`config.mk`:
```
export PLATFORM = sky130hd
export DESIGN_NAME = eebus_engine
export DESIGN_NICKNAME = d
export VERILOG_FILES = /design/src/rtl/eebus_pkg.sv /design/src/rtl/eebus_qtick.sv /design/src/rtl/eebus_shreg.sv /design/src/rtl/eebus_engine.sv
export SDC_FILE = /design/constraint.sdc
export NUM_CORES = 1
export LEC_CHECK = 0
export ABC_AREA = 1
export BUFFER_PORTS_ARGS = -buffer_cell sky130_fd_sc_hd__buf_4
export CELL_PAD_IN_SITES_DETAIL_PLACEMENT = 1
export CELL_PAD_IN_SITES_GLOBAL_PLACEMENT = 1
export CORE_MARGIN = 5
export CORE_UTILIZATION = 42
export DETAILED_ROUTE_END_ITERATION = 10
export HOLD_SLACK_MARGIN = 0.12
export PLACE_DENSITY_LB_ADDON = 0.1
export SYNTH_ARGS = -nofsm -noshare
export SYNTH_HDL_FRONTEND = slang
export SYNTH_SLANG_ARGS = --single-unit
```
`constraint.sdc`:
```
create_clock -name clk -period 2.1 [get_ports clk]
set_input_delay 0.42 -clock clk [delete_from_list [all_inputs] [get_ports clk]]
set_output_delay 0.42 -clock clk [all_outputs]
set_load 0.05 [all_outputs]
```
`src/rtl/eebus_pkg.sv`:
```
package eebus_pkg;

    localparam logic [3:0] OP_NOP    = 4'd0;
    localparam logic [3:0] OP_RDACK  = 4'd2;
    localparam logic [3:0] OP_WRITE  = 4'd3;
    localparam logic [3:0] OP_STOP   = 4'd5;
    localparam logic [3:0] OP_RDLAST = 4'd6;
    localparam logic [3:0] OP_START  = 4'd9;

    typedef enum logic [2:0] {
        ST_IDLE,
        ST_ALIGN,
        ST_START,
        ST_STOP,
        ST_TXBIT,
        ST_TXACK,
        ST_RXBIT,
        ST_RXACK
    } seq_e;

    function automatic logic is_bus_op(input logic [3:0] c);
        return (c == OP_RDACK) || (c == OP_WRITE) || (c == OP_STOP) ||
               (c == OP_RDLAST) || (c == OP_START);
    endfunction

    function automatic seq_e first_state(input logic [3:0] c);
        case (c)
            OP_START: return ST_START;
            OP_STOP:  return ST_STOP;
            OP_WRITE: return ST_TXBIT;
            default:  return ST_RXBIT;
        endcase
    endfunction

endpackage

```
`src/rtl/eebus_qtick.sv`:
```
module eebus_qtick #(
    parameter int QDIV = 4
) (
    input  logic clk,
    input  logic rst_n,
    input  logic en,
    output logic tick
);
    localparam int CW = (QDIV > 1) ? $clog2(QDIV) : 1;
    localparam logic [CW-1:0] LAST = CW'(QDIV - 1);

    logic [CW-1:0] cnt_d, cnt_q;

    always_comb begin
        cnt_d = cnt_q;
        tick  = 1'b0;
        if (en) begin
            if (cnt_q == LAST) begin
                cnt_d = '0;
                tick  = 1'b1;
            end else begin
                cnt_d = cnt_q + 1'b1;
            end
        end
    end

    always_ff @(posedge clk or negedge rst_n) begin
        if (!rst_n) cnt_q <= '0;
        else        cnt_q <= cnt_d;
    end
endmodule

```
`src/rtl/eebus_shreg.sv`:
```
module eebus_shreg #(
    parameter int W = 8
) (
    input  logic         clk,
    input  logic         rst_n,
    input  logic         load,
    input  logic [W-1:0] ld_val,
    input  logic         shift,
    input  logic         sin,
    output logic [W-1:0] q
);
    logic [W-1:0] q_d, q_q;

    always_comb begin
        q_d = q_q;
        if (load)       q_d = ld_val;
        else if (shift) q_d = {q_q[W-2:0], sin};
    end

    always_ff @(posedge clk or negedge rst_n) begin
        if (!rst_n) q_q <= '0;
        else        q_q <= q_d;
    end

    assign q = q_q;
endmodule

```
`src/rtl/eebus_engine.sv`:
```
module eebus_engine
    import eebus_pkg::*;
#(
    parameter int QDIV = 4,
    parameter int DW   = 8
) (
    input  logic          clk,
    input  logic          rst_n,
    input  logic          cmd_we,
    input  logic [3:0]    cmd_in,
    input  logic [DW-1:0] wdata,
    output logic [7:0]    status,
    output logic [DW-1:0] rdata,
    output logic          scl_o,
    output logic          sda_oe,
    input  logic          sda_i
);
    localparam int BW = $clog2(DW + 1);
    localparam logic [BW-1:0] LASTBIT = BW'(DW - 1);
    localparam logic [BW-1:0] FULL    = BW'(DW);

    typedef struct packed {
        seq_e          st;
        logic [3:0]    cmd;
        logic [BW-1:0] bitn;
        logic [1:0]    ph;
        logic          run;
        logic          scl;
        logic          oe;
        logic          err;
        logic          busy;
        logic          rxa_n;
        logic          txa_n;
        logic [DW-1:0] rd;
    } eng_s;

    eng_s q, n;

    logic          tick;
    logic [1:0]    nph;
    logic          ev_rise, ev_mhi, ev_fall, ev_mlo;
    logic          sh_load, sh_shift, sh_sin;
    logic [DW-1:0] sh_q;

    eebus_qtick #(.QDIV(QDIV)) u_qtick (
        .clk  (clk),
        .rst_n(rst_n),
        .en   (q.run),
        .tick (tick)
    );

    eebus_shreg #(.W(DW)) u_shreg (
        .clk   (clk),
        .rst_n (rst_n),
        .load  (sh_load),
        .ld_val(wdata),
        .shift (sh_shift),
        .sin   (sh_sin),
        .q     (sh_q)
    );

    always_comb begin
        n        = q;
        sh_load  = 1'b0;
        sh_shift = 1'b0;
        sh_sin   = 1'b0;

        // quarter phases: 0 rise, 1 mid-high, 2 fall, 3 mid-low
        nph     = q.ph + 2'd1;
        ev_rise = tick && (nph == 2'd0);
        ev_mhi  = tick && (nph == 2'd1);
        ev_fall = tick && (nph == 2'd2);
        ev_mlo  = tick && (nph == 2'd3);

        if (tick) n.ph = nph;
        if (ev_rise) n.scl = 1'b1;
        if (ev_fall) n.scl = 1'b0;

        case (q.st)
            ST_ALIGN: begin
                if (ev_fall) n.st = first_state(q.cmd);
            end
            ST_START: begin
                if (ev_mlo) n.oe = 1'b0;
                if (ev_mhi) n.oe = 1'b1;
                if (ev_fall) begin
                    n.busy = 1'b0;
                    n.st   = ST_IDLE;
                end
            end
            ST_STOP: begin
                if (ev_mlo) n.oe = 1'b1;
                if (ev_mhi) begin
                    n.oe   = 1'b0;
                    n.busy = 1'b0;
                    n.st   = ST_IDLE;
                end
            end
            ST_TXBIT: begin
                if (ev_mlo) n.oe = ~sh_q[DW-1];
                if (ev_fall) begin
                    sh_shift = 1'b1;
                    n.bitn   = q.bitn + 1'b1;
                    if (q.bitn == LASTBIT) n.st = ST_TXACK;
                end
            end
            ST_TXACK: begin
                if (ev_mlo) n.oe = 1'b0;
                if (ev_mhi) n.rxa_n = sda_i;
                if (ev_fall) begin
                    n.busy = 1'b0;
                    n.st   = ST_IDLE;
                end
            end
            ST_RXBIT: begin
                if (ev_mlo) n.oe = 1'b0;
                if (ev_mhi) begin
                    sh_shift = 1'b1;
                    sh_sin   = sda_i;
                    n.bitn   = q.bitn + 1'b1;
                    if (q.bitn == LASTBIT) n.rd = {sh_q[DW-2:0], sda_i};
                end
                if (ev_fall && (q.bitn == FULL)) n.st = ST_RXACK;
            end
            ST_RXACK: begin
                if (ev_mlo) n.oe = (q.cmd == OP_RDACK);
                if (ev_mhi) n.txa_n = (q.cmd != OP_RDACK);
                if (ev_fall) begin
                    n.busy = 1'b0;
                    n.st   = ST_IDLE;
                end
            end
            default: ;
        endcase

        if (cmd_we && !q.busy) begin
            n.cmd = cmd_in;
            n.err = 1'b0;
            if (cmd_in == OP_NOP) begin
                n.run = 1'b0;
            end else if (is_bus_op(cmd_in)) begin
                n.run   = 1'b1;
                n.busy  = 1'b1;
                n.st    = ST_ALIGN;
                n.bitn  = '0;
                sh_load = (cmd_in == OP_WRITE);
            end else begin
                n.err = 1'b1;
            end
        end
    end

    always_ff @(posedge clk or negedge rst_n) begin
        if (!rst_n) begin
            q.st    <= ST_IDLE;
            q.cmd   <= OP_NOP;
            q.bitn  <= '0;
            q.ph    <= 2'd1;
            q.run   <= 1'b0;
            q.scl   <= 1'b1;
            q.oe    <= 1'b0;
            q.err   <= 1'b0;
            q.busy  <= 1'b0;
            q.rxa_n <= 1'b1;
            q.txa_n <= 1'b1;
            q.rd    <= '0;
        end else begin
            q <= n;
        end
    end

    assign status = {q.err, q.busy, q.rxa_n, q.txa_n, q.cmd};
    assign rdata  = q.rd;
    assign scl_o  = q.scl;
    assign sda_oe = q.oe;
endmodule

```
---- Yosys cells after proc, flatten, opt, wreduce, memory -nomap -nowiden ----
Cells that the tools add are included.
Widths: inputs -> output; s select.
word-level totals
  flip-flop bits (word level) ............. 38
  logic and storage cells ................. 115
  input port bits ......................... 16
  output and inout bits ................... 18
cells by class
  bitwise logic cells ..................... 1
  multiplexer cells ....................... 47
  eq/ne operators ......................... 26
  $add $sub $neg .......................... 3
  reductions and logical operators ........ 24
operators with widths
  kind                 count
  $mux 1               24
  $mux 3               8
  $eq 4x2->1 const B   4
  $eq 4x3->1 const B   4
  $mux 4               4
  $mux 8               2
  $pmux 3 s5           1
  $eq 3x3->1 const B   4
  $eq 4x4->1 const B   3
  $mux 11              1
  $pmux 3 s3           1
  $pmux 4 s2           1
  $eq 2x2->1 const B   3
  $eq 3x2->1 const B   2
  $logic_and 1x1->1    6
  $reduce_and 2->1     3
  $reduce_bool 2->1    3
  $pmux 1 s5           1
  $reduce_bool 5->1    1
  $add 2x1->2 const B  2
  $add 4x1->4 const B  1
  $logic_not 4->1      1
  $logic_or 1x1->1     4
  $mux 2               2
  other kinds (13)     15

---- Depth between registers and ports, before layout ----
  word-level depth ........................ 10
  depth in mapped cells ................... 10
  mapped depth without buffers ............ 10

---- By module ----
From an unflattened synthesis, not the netlist that was laid out.
unflattened totals
  cells, all modules ...................... 292
  area, all modules ....................... 2279.7 µm²
modules (own cells, without submodules)
  module        times used  cells an instance  sequential area each (µm²)  area each (µm²)
  eebus_engine  1           235                705.7                       1805.5
  eebus_shreg   1           44                 200.2                       374.1
  eebus_qtick   1           13                 50.0                        100.1

---- Least setup slack after synthesis ----
Ideal clock, no wire load.
  path type ............................... reg2reg
  start point ............................. register q[15] in the netlist's numbering
  end point ............................... register q[17] in the netlist's numbering
  data arrival time ....................... 1.363 ns
  stages on the path, launching flop included .. 10
  required time ........................... 1.983 ns
  path buffers ............................ 1
  period minus slack after synthesis ...... 1.481 ns
  library setup time ...................... 0.117 ns
  setup slack ............................. 0.619 ns
  cells stage by stage .................... dfstp_2 inv_1 ha_1 inv_1 nor2_4 nand2_4 nand2_8 buf_12 o21ai_1 nor2_1
RTL lines
  what                      line                 text
  start: declaration        eebus_engine.sv:37   eng_s q, n;
  start signal: assignment  eebus_engine.sv:168  q <= n;

---- Final worst setup path ----
  start point ............................. register q[15] in the netlist's numbering
  end point ............................... register u_shreg.q_q[2] (netlist: u_shreg.q[2])
on the way
  cells in the longest elaborated chain, start to end .. 6
  elaborated cells on any way between the ends .. 9
  those cells by class .................... add/sub: 1; eq/ne: 2; mux: 3; reduce/logical: 3
ends and longest elaborated chain
  what                                             line                                      text
  $add 2x1->2 *                                    eebus_engine.sv:69                        nph = q.ph + 2'd1;
  via nph[0]                                       eebus_engine.sv:40                        logic [1:0] nph;
  $eq 2x1->1 / $eq 2x2->1 (equally long branches)  eebus_engine.sv:71, eebus_engine.sv:72
  $logic_and 1x1->1, on equally long branches      eebus_engine.sv:71, eebus_engine.sv:72
  $mux 1, on equally long branches                 eebus_engine.sv:117, eebus_engine.sv:101
  $pmux 1 s2 *                                     eebus_engine.sv:79                        case (q.st)
  $reduce_bool 2->1 (no line) *                    n/a
  end signal: assignment                           eebus_shreg.sv:22                         else q_q <= q_d;
  end: declaration                                 eebus_shreg.sv:12                         logic [W-1:0] q_d, q_q;
Mark *: on every way through the listed nets, which the timed path passes. The rest lies on a longest branch.
A chain may end at the register's enable or synchronous reset.

==> reports/metrics.yaml <==
clk_latency_ns: 0.29
cpPeakStageDelay_ns: 0.56
ir_worst_vdd_uv: 712.5
pwr-share-comb_pct: 41.6
hold_viol: 0
startpoint_type: "register"
power.leakage_nw: 1.349
worst_setup_path_end_kind: "register"
drive_gt1_share_pct: 21.86
fp-row-count: 26
fin_crit_ns: 1.659
chipWidth_um: 83.11
synthesis.area_um2: 2245
whs_ns: 0.3469
cts_buffer_depth: 2
cts.clk_slew.worst_paths_ns: 0.08
slew_headroom_pct: 67.55
synth_cell_types: 29
ys_ff_latch: 38
crit_type: "register to register"
pwr-share-clk_pct: 19.7
finalSetupViolCount: 0
wl_per_cell_um: 13.99
drcViolationCount: 0
switchingPower_w: 0.001413
io_buffers: 33
drv_slew: 0
syn_inst: 287
grt_max_degree: 39
crit_chain: "inv_1 > ha_1 > inv_1 > nor2_4 > nand2_4 > nand2_8 > nor2_4 > nand2_1 > nand3_1"
period_share_pct: 78.99
gp_congestion: 0.8367
post-cts-setup-buffer-count: 0
die_y_um: 83.11
setup_tns_ns: 0
htreeDepth: 2
fmax_mhz: 602.8
tightest_slew_ns: 0.4867
cts_tree: "built"
stdcell_area_um2: 2555
p_seq_share_pct: 38.7
totalWireLength_um: 5329
power_density_nw_per_um2: 1238
post-route-util_pct: 49.71
clock_sinks: 38
cts_made_buffers: 5
cts_root_buf: "clkbuf_8"
hp-class: "input pin to register"
drv_cap: 0
grt_pass1_vias: 1935
cp.arrival_ns: 1.89
cpMaxStageDelayCell: "dfstp_2"
internal-power_w: 0.001750
mostFrequentLayoutCells: "nand2_1, nand3_1, dfrtp_1"
avgSynthCellArea_um2: 7.821
grt_usage_pct: 16.66
detail-route-antenna-nets: 0
hpwl_um: 4195
drtIter0Drc: 88
grt.overflow.total: 0
layout_commonest_cell: "nand2_1"
rsz0062_at_grt: "no"
grt_pass1_wl_um: 9384
synthesis.nets: 309
area_growth_pct: 13.82
nNetsFinal: 332
worstPathMaxFanout: 15
final.setup_skew_ns: 0.003883
grt_antenna_before_repair: 0
route.vias.total: 1871
start_util_pct: 43.67
power.total_w: 0.003163
coreArea_um2: 5140
status: "completed"
placed_area_um2: 2435
netSwitchingFraction_pct: 44.67
synth.yosys.seq_area_share_pct: 42.59
dr.pass1.iters: 4
num_io_pins: 34
vias_per_cell: 4.911
fp.dieArea_um2: 6906
crit_required_ns: 2.33
diodes: 0
synth_warnings: 0
-- timing repair --
action,CTS,global route
gates resized for setup,0,0
hold buffers,1,0
hold endpoints to repair,34,0
-- synth_stat cells --
master | count | area share, %
nand4_1 | 2 | 0.56
nand2_4 | 4 | 2.0
ha_1 | 6 | 3.3
mux2_2 | 1 | 0.50
nor2_4 | 5 | 2.5
nand2_2 | 1 | 0.28
nor2_1 | 27 | 4.5
nor2_2 | 2 | 0.56
dfstp_2 | 4 | 4.7
o22ai_1 | 1 | 0.28
o21ai_1 | 4 | 0.89
and3_1 | 1 | 0.28
a21oi_1 | 7 | 1.6
buf_12 | 1 | 0.89
buf_4 | 16 | 5.4
nor3_1 | 1 | 0.22
dfrtp_1 | 34 | 38
nand3_1 | 36 | 8.0
nand4_4 | 1 | 0.95
a41oi_1 | 1 | 0.39
nand2_8 | 1 | 0.89
nand3_2 | 1 | 0.45
o21ai_0 | 10 | 2.2
buf_2 | 1 | 0.22
inv_1 | 27 | 4.5
nand4_2 | 1 | 0.56
a21oi_2 | 1 | 0.39
nand2_1 | 84 | 14
inv_2 | 6 | 1.0
-- final timing paths --
kind | startpoint | to | slack, ns | cells past startpoint
worst max-delay path | q[15] | u_shreg.q[2] | 0.44 | 9
worst min-delay path | wdata[6] | u_shreg.q[6] | 0.35 | 3
worst max register to register | q[15] | u_shreg.q[2] | 0.44 | 9
worst min register to register | rdata[1] | rdata[1] | 0.47 | 2
max in group asynchronous | rst_n | q[15] | 1.10 | 2
min in group asynchronous | rst_n | status[3] | 0.63 | 2
-- critical path: cells and delay by family, from the launching register on --
family	cells	cell delay [ns]
and+or+nand+nor	6	0.63
DFF	1	0.56
buffers and inverters	2	0.18
adders and majority gates	1	0.22
-- kinds of logic after synthesis --
| logic type | count (synthesis) | share of synthesized area [%] |
|---|---|---|
| adder cells (fa/ha/maj) | 6 | 3.344 |
| flip-flops | 38 | 42.59 |
| AO/OA/AOI/OAI | 24 | 5.742 |
| AND/OR/NAND/NOR | 167 | 35.84 |
| buffers and inverters | 51 | 11.98 |
| multiplexers | 1 | 0.5016 |
-- sequential cells by signal, summed over array words and instances, names as in the netlist --
signal         count
u_shreg.q          8
status             8
rdata              8
q                 10
scl_o              1
sda_oe             1
u_qtick.cnt_q      2
-- per-stage QoR --
step                      worst slack [ns]  cells
final                               0.4411    381
after floorplan                     0.6192    287
after global routing                0.3009    381
after detailed placement            0.4497    372
after CTS                           0.4189    381
after global placement              0.4785    372
-- cell type report --
type                            instances  area, um^2
Clock inverter                          2       37.54
Timing Repair Buffer                   34       257.7
Tap cell                               70       87.58
Multi-Input combinational cell        198        1020
Sequential cell                        38       955.9
Clock buffer                            6       72.57
Inverter                               33       123.9
Fill cell                             696        2585
-- per-layer routing --
metal  track usage, %  up-vias  wire length [um]
met1            23.96      898              2676
li1                 -      945                 -
met3            3.168        7               128
met5                0        -                 0
met4            4.903        0                70
met2            25.36       21              2453
-- power groups by stage --
| stage | sequential, W | clock, W | combinational, W |
|---|---|---|---|
| 6_report | 0.00122 | 0.000624 | 0.00132 |
| 3_5_place_dp | 0.00124 | 0 | 0.00132 |
| 4_1_cts | 0.00122 | 0.000642 | 0.00133 |
| 3_3_place_gp | 0.00122 | 0 | 0.00129 |
| 2_1_floorplan | 0.00122 | 0 | 0.00101 |
| 5_1_grt | 0.00126 | 0.000681 | 0.00148 |
(Power assumes the default switching activity.)
